[src/rtl/tsa_pkg.sv]
package tsa_pkg;
    typedef enum logic [1:0] {
        S_IDLE = 2'd0,
        S_CONV = 2'd1,
        S_PUB  = 2'd2
    } tsa_state_e;

    localparam logic [2:0] SEL_CTL  = 3'd0;
    localparam logic [2:0] SEL_MODE = 3'd1;
    localparam logic [2:0] SEL_ITV  = 3'd2;
    localparam logic [2:0] SEL_FILT = 3'd3;
    localparam logic [2:0] SEL_STAT = 3'd4;
endpackage

[src/rtl/tsa_interval_timer.sv]
module tsa_interval_timer #(
    parameter int PRESCALE = 65536,
    parameter int ITW      = 16
) (
    input  logic           clk,
    input  logic           rst_n,
    input  logic           run,
    input  logic [ITW-1:0] period,
    output logic           fire
);
    localparam int PW = (PRESCALE > 2) ? $clog2(PRESCALE) : 1;
    localparam logic [PW-1:0] PRE_LAST = PW'(PRESCALE - 1);

    logic [PW-1:0]  pre_q;
    logic [ITW-1:0] unit_q;
    logic [ITW-1:0] last_unit;
    logic           pre_wrap;

    assign last_unit = (period == '0) ? '0 : period - 1'b1;
    assign pre_wrap  = (pre_q == PRE_LAST);
    assign fire      = run && pre_wrap && (unit_q >= last_unit);

    always_ff @(posedge clk or negedge rst_n) begin
        if (!rst_n) begin
            pre_q  <= '0;
            unit_q <= '0;
        end else if (!run) begin
            pre_q  <= '0;
            unit_q <= '0;
        end else if (pre_wrap) begin
            pre_q  <= '0;
            unit_q <= (unit_q >= last_unit) ? '0 : unit_q + 1'b1;
        end else begin
            pre_q <= pre_q + 1'b1;
        end
    end
endmodule

[src/rtl/tsa_averager.sv]
module tsa_averager #(
    parameter int DW = 12
) (
    input  logic          clk,
    input  logic          rst_n,
    input  logic          clr,
    input  logic          add,
    input  logic [DW-1:0] sample,
    input  logic [1:0]    code,
    output logic          last,
    output logic [DW-1:0] avg
);
    localparam int AW = DW + 3;

    logic [AW-1:0] acc_q;
    logic [2:0]    cnt_q;
    logic [2:0]    lim;

    assign lim  = 3'((4'd1 << code) - 4'd1);
    assign last = (cnt_q == lim);
    assign avg  = DW'(acc_q >> code);

    always_ff @(posedge clk or negedge rst_n) begin
        if (!rst_n) begin
            acc_q <= '0;
            cnt_q <= '0;
        end else if (clr) begin
            acc_q <= '0;
            cnt_q <= '0;
        end else if (add) begin
            acc_q <= acc_q + AW'(sample);
            cnt_q <= cnt_q + 1'b1;
        end
    end
endmodule

[src/rtl/tsa_sampler.sv]
module tsa_sampler #(
    parameter int DW       = 12,
    parameter int PRESCALE = 65536,
    parameter int ITW      = 16
) (
    input  logic          clk,
    input  logic          rst_n,
    input  logic          cfg_we,
    input  logic [2:0]    cfg_sel,
    input  logic [31:0]   cfg_wdata,
    output logic          conv_req,
    input  logic          conv_ack,
    input  logic [DW-1:0] conv_data,
    output logic [DW-1:0] data_o,
    output logic          rdy_o,
    output logic          ovw_o,
    output logic [1:0]    mode_o
);
    import tsa_pkg::*;

    localparam logic [DW-1:0] CODE_MAX = '1;

    tsa_state_e     state_q, state_d;
    logic [1:0]     ctl_q;
    logic [1:0]     mode_q;
    logic [ITW-1:0] itv_q;
    logic [1:0]     filt_q, filt_run_q;
    logic           en_ok, fire, start, valid, take, last, pub;
    logic           clr_rdy, clr_ovw;
    logic [DW-1:0]  avg;
    logic           unused_w;

    assign unused_w = ^cfg_wdata[15:2];

    assign en_ok   = ctl_q[0] & ctl_q[1];
    assign start   = en_ok & (mode_q[0] | fire);
    assign valid   = (conv_data != '0) && (conv_data != CODE_MAX);
    assign take    = (state_q == S_CONV) && en_ok && conv_ack && valid;
    assign pub     = (state_q == S_PUB);
    assign clr_rdy = cfg_we && (cfg_sel == SEL_STAT) && cfg_wdata[16];
    assign clr_ovw = cfg_we && (cfg_sel == SEL_STAT) && cfg_wdata[17];

    tsa_interval_timer #(.PRESCALE(PRESCALE), .ITW(ITW)) i_timer (
        .clk    (clk),
        .rst_n  (rst_n),
        .run    (en_ok & mode_q[1]),
        .period (itv_q),
        .fire   (fire)
    );

    tsa_averager #(.DW(DW)) i_avg (
        .clk    (clk),
        .rst_n  (rst_n),
        .clr    (state_q == S_IDLE),
        .add    (take),
        .sample (conv_data),
        .code   (filt_run_q),
        .last   (last),
        .avg    (avg)
    );

    // state register
    always_ff @(posedge clk or negedge rst_n) begin
        if (!rst_n) state_q <= S_IDLE;
        else        state_q <= state_d;
    end

    // transitions: start, abort, finish, return
    always_comb begin
        state_d = state_q;
        unique case (state_q)
            S_IDLE: if (start) state_d = S_CONV;
            S_CONV: begin
                if (!en_ok)          state_d = S_IDLE;
                else if (take && last) state_d = S_PUB;
            end
            S_PUB:  state_d = S_IDLE;
            default: state_d = S_IDLE;
        endcase
    end

    assign conv_req = (state_q == S_CONV);

    // outputs and configuration words
    always_ff @(posedge clk or negedge rst_n) begin
        if (!rst_n) begin
            ctl_q      <= '0;
            mode_q     <= '0;
            itv_q      <= '0;
            filt_q     <= '0;
            filt_run_q <= '0;
            data_o     <= '0;
            rdy_o      <= 1'b0;
            ovw_o      <= 1'b0;
        end else begin
            if (state_q == S_IDLE) filt_run_q <= filt_q;
            if (cfg_we) begin
                unique case (cfg_sel)
                    SEL_CTL:  ctl_q <= cfg_wdata[1:0];
                    SEL_MODE: begin
                        mode_q[1] <= cfg_wdata[1];
                        if (cfg_wdata[0]) mode_q[0] <= 1'b1;
                    end
                    SEL_ITV:  itv_q  <= cfg_wdata[31:16];
                    SEL_FILT: filt_q <= cfg_wdata[1:0];
                    default: ;
                endcase
            end
            if (pub) begin
                data_o    <= avg;
                rdy_o     <= 1'b1;
                ovw_o     <= ovw_o | (rdy_o & ~clr_rdy);
                mode_q[0] <= 1'b0;
            end else begin
                if (clr_rdy) rdy_o <= 1'b0;
                if (clr_ovw) ovw_o <= 1'b0;
            end
        end
    end

    assign mode_o = mode_q;
endmodule

[config.mk]
export PLATFORM = sky130hd
export DESIGN_NAME = tsa_sampler
export DESIGN_NICKNAME = d
export VERILOG_FILES = /design/src/rtl/tsa_pkg.sv /design/src/rtl/tsa_interval_timer.sv /design/src/rtl/tsa_averager.sv /design/src/rtl/tsa_sampler.sv
export SDC_FILE = /design/constraint.sdc
export NUM_CORES = 1
export LEC_CHECK = 0
export BUFFER_PORTS_ARGS = -buffer_cell sky130_fd_sc_hd__buf_2
export CORE_MARGIN = 1
export CORE_UTILIZATION = 50
export DETAILED_ROUTE_END_ITERATION = 16
export PLACE_DENSITY = 0.83
export SETUP_SLACK_MARGIN = 0.1
export SLEW_MARGIN = 20
export SYNTH_ARGS = -nofsm -noshare
export SYNTH_HDL_FRONTEND = slang
export SYNTH_SLANG_ARGS = --single-unit
[constraint.sdc]
create_clock -name clk -period 3.5 [get_ports clk]
set_input_delay 0.7 -clock clk [delete_from_list [all_inputs] [get_ports clk]]
set_output_delay 0.7 -clock clk [all_outputs]
set_load 0.005 [all_outputs]
==> summary.txt <==
Status
  • Status: complete, but fails checks
  • Violated checks: setup timing

Synthesis
  • Post-synth top area share: 0.4085
  • Mean Syn Cell Area: 9.571 µm²
  • Synthesized flop and latch total: 90
  • Post-Syn Area: 5513 µm²
  • Main synth FF type: dfrtp_1
  • Post-synth top cells: 90 x dfrtp_1, 65 x nand2_1, 40 x nor2_1, 36 x o21ai_0
  • Top-count cell post-synth: dfrtp_1
  • Synth warnings: 0
  • Synth Area in Simple Gates: 0.2072
  • Synth Area in Adders: 0.07853
  • Mux contribution to synthesized area: 0.09010
  • Post-synthesis instance total: 576
  • Register area share after synthesis: 0.4085
  • Synth cell types: 58
  • Largest family of logic cells by synthesized area: simple AND/OR/NAND/NOR gates
  • Synth Area in XOR/XNOR: 0.06037
  • Post-synth EDFFs: 0
  • Compound-Gate Fraction of Synth Area: 0.1282
  • Area contributors post-synth: dfrtp_1 41%, ha_1 7.5%, mux2_2 5.9%, nand2_1 4.4%, xor2_1 3.7%
  • Ys async rst share: 1.000
  • Cell taking the most area after synthesis: dfrtp_1
  • Synth Net Count: 661

Worst setup path
  • CP Depth: 16
  • Worst EP required: 3750 ps
  • CP endpoint kind: flop
  • CP max stage delay: 420 ps
  • Sum of buffers and inverters on the critical path: 3
  • CP Capture Point: i_timer.unit_q[9]$_DFFE_PN0P_
  • Worst reg2reg endpoint: i_timer.unit_q[9]$_DFFE_PN0P_
  • Top delay family on crit path: simple AND/OR/NAND/NOR gates
  • FF-to-FF Start: itv_q[3]$_DFFE_PN0P_
  • CP max-delay cell: dfrtp_1
  • Crit-path cells: nor4_2 -> nand4b_1 -> or3_4 -> nor3_2 -> xor2_1 -> nand2_1 -> ha_1 -> and4_4 -> nand4_1 -> a2111oi_2 -> buf_4 -> nor3b_4 -> buf_6 -> buf_16 -> a31oi_1 -> o22ai_1
  • CP startpoint: itv_q[3]$_DFFE_PN0P_
  • Arr. time, crit path: 3860 ps
  • WS Path Type: reg -> reg
  • Startpoint types: flop
  • Crit-path max FO: 6
  • R2R depth: 16
  • FF-to-FF setup slack: -100 ps

CTS
  • H-tree depth: 3
  • CTS tree: done
  • Clock slew at reported path FFs: 90 ps
  • Clock tree sinks: 90
  • Clk Latency, worst-skew pair: 370 ps
  • Root Driver: clkbuf_8
  • CTS buffer count: 9
  • CTS max path bufs: 2
  • Cts-stage hold buffer count: 0

Global routing
  • First-pass GRT wire length: 21.78 mm
  • Initial antenna violation count: 0
  • Largest net degree at the start of global routing: 39
  • Total congestion overflow: 0
  • GRT Util Overall: 0.2392
  • Vias in the first global route: 4,727

Hold path
  • Worst hold path type: in -> async

Placed design
  • RD Place Congestion: 0.8904
  • Port bufs: 53
  • Dpl hpwl: 9.053 mm
  • Placement Cell Area: 6025 µm²

Timing
  • Post-route worst setup slack: -102.8 ps
  • Fin crit share: 1.029
  • Tightest Pin Transition: 935.2 ps
  • RSZ-0062 raised after global routing: true
  • Worst relative slew slack: 0.3745
  • Final Slew Violations: 0
  • Final Hold Fails: 0
  • Period minus WS final: 3603 ps
  • Final TNS setup: -486.1 ps
  • Worst clock skew: 17.10 ps
  • Setup violators final: 8
  • Fmax: 0.2776 GHz

Pwr
  • Leak: 2.956 nW
  • Pwr/cell area: 413.2 nW/µm²
  • Max VDD drop: 0.0002505 V

Die
  • Die height: 107 µm
  • Core area: 10,510 µm²
  • IO Pins: 68
  • Die Wd: 107 µm
  • Row count: 37
  • Starting Density: 0.5246
  • Die Footprint: 11,450 µm²

Final layout
  • ANT cells: 0
  • Nets: 734
  • Fraction of layout cells with a size suffix above 1: 0.2477
  • Fillers: 768
  • Design area: 6518 µm²
  • Area Overhead vs Synth: 18.23%

Drt
  • WL/cell: 17.25 µm
  • Starting DRT DRC Count: 307
  • DR vias/cell: 6.177
  • Post-DRT Antenna Nets: 0
  • Routed WL: 13.63 mm
  • First-pass iteration count of the detailed router: 5
  • DRC viols: 0
  • Via count: 4,880

Run
  • MaxCap Viol Count: 0
per-stage QoR:
step                power [W]  hold WS [ps]  utilization  cells  worst slack (ps)
global route         0.002809         202.1       0.6202    790            -266.8
global placement     0.001808         453.6       0.5733    765             100.3
detailed placement   0.001847         457.5       0.5733    765            -23.32
finish               0.002693         196.2       0.6202    790            -102.8
CTS                  0.002635         194.3       0.6065    786             69.86
floorplan            0.001625         404.4            -    576             209.2
cell type report:
type                            count  area (µm²)  share of cell area
Inverter                           16       60.06            0.009215
Clock inverter                      3       46.29            0.007103
Sequential cell                    90        2252              0.3456
Multi-Input combinational cell    450        3262              0.5005
Clock buffer                       13       168.9             0.02592
Tap cell                          136       170.2             0.02611
Timing Repair Buffer               82       558.0             0.08562
worst reg2reg max path, stage by stage, from the launching register on:
cell       delay [ps]
dfrtp_1           420
nor4_2            380
nand4b_1          190
or3_4             370
nor3_2            130
xor2_1            170
nand2_1            80
ha_1              290
and4_4            220
nand4_1           160
a2111oi_2         270
buf_4             190
nor3b_4            50
buf_6             150
buf_16            130
a31oi_1           200
o22ai_1           110
cell usage in the layout, fill, tap and decap left out, types with 5 or more instances in the layout:
cell      instances
dfrtp_1          90
nand3_1          32
buf_4            21
a211oi_1          5
and3_1            6
a21oi_1          22
buf_6             6
clkbuf_8         12
nand2_1          63
xor2_1           23
ha_1             32
inv_1            16
nand2b_1          5
nor3_1           14
mux2_2           29
nand4_1          10
xnor2_1          15
nor2_1           40
nor4_1            6
mux2i_1           8
nand3b_1          7
a31oi_1          22
buf_2            52
o21ai_0          31
sequential cells by signal, summed over array words and instances, names as in the netlist:
signal / flops
i_timer.unit_q: 16
i_timer.pre_q: 16
ctl_q: 2
itv_q: 16
data_o: 12
rdy_o: 1
filt_run_q: 2
mode_o: 2
i_avg.acc_q: 15
state_q: 2
ovw_o: 1
filt_q: 2
i_avg.cnt_q: 3
how the worst min path moves through the flow:
stage | from | end | slack, ps
2_1_floorplan | rst_n | ctl_q[0]$_DFFE_PN0P_ | 400
3_3_place_gp | filt_q[0]$_DFFE_PN0P_ | filt_run_q[0]$_DFFE_PN0P_ | 450
3_5_place_dp | filt_q[1]$_DFFE_PN0P_ | filt_run_q[1]$_DFFE_PN0P_ | 460
4_1_cts | rst_n | i_timer.pre_q[4]$_DFF_PN0_ | 190
5_1_grt | rst_n | i_timer.pre_q[4]$_DFF_PN0_ | 200
6_report | rst_n | i_timer.pre_q[4]$_DFF_PN0_ | 200
report_power, final:
group | switching (W) | leakage, nW | internal [W]
logic | 0.000343 | 1.64 | 0.000317
clock network | 0.000374 | 0.106 | 0.000390
registers | 0.000144 | 1.21 | 0.00112
total | 0.000861 | 2.96 | 0.00183
layer usage:
layer | global-route usage | up-vias | routed length, µm | share of wire
met5 | 0 | - | 0 | 0
met4 | 0.1194 | 0 | 445 | 0.033
met3 | 0.02736 | 39 | 643 | 0.047
met2 | 0.4083 | 172 | 6960 | 0.51
met1 | 0.3004 | 2410 | 5575 | 0.41
li1 | - | 2259 | - | -
what timing repair did:
| item | in CTS | in global routing |
|---|---|---|
| pin swaps | 7 | 11 |
| setup endpoints to repair | 17 | 17 |
| setup buffers | 4 | 3 |
| resized for setup | 19 | 22 |
| cloned | 1 | 1 |
kinds of logic (layout without fill, tap and decap cells):
group                      after synthesis  in the layout
and+or+nand+nor                        222            222
DFF                                     90             90
adders and majority gates               34             34
AOI/OAI and AO/OA                      115            115
muxes                                   41             41
buffers and inverters                   36            114
xor gates and xnor gates                38             38
No activity file was read; power rests on OpenSTA's default activity.
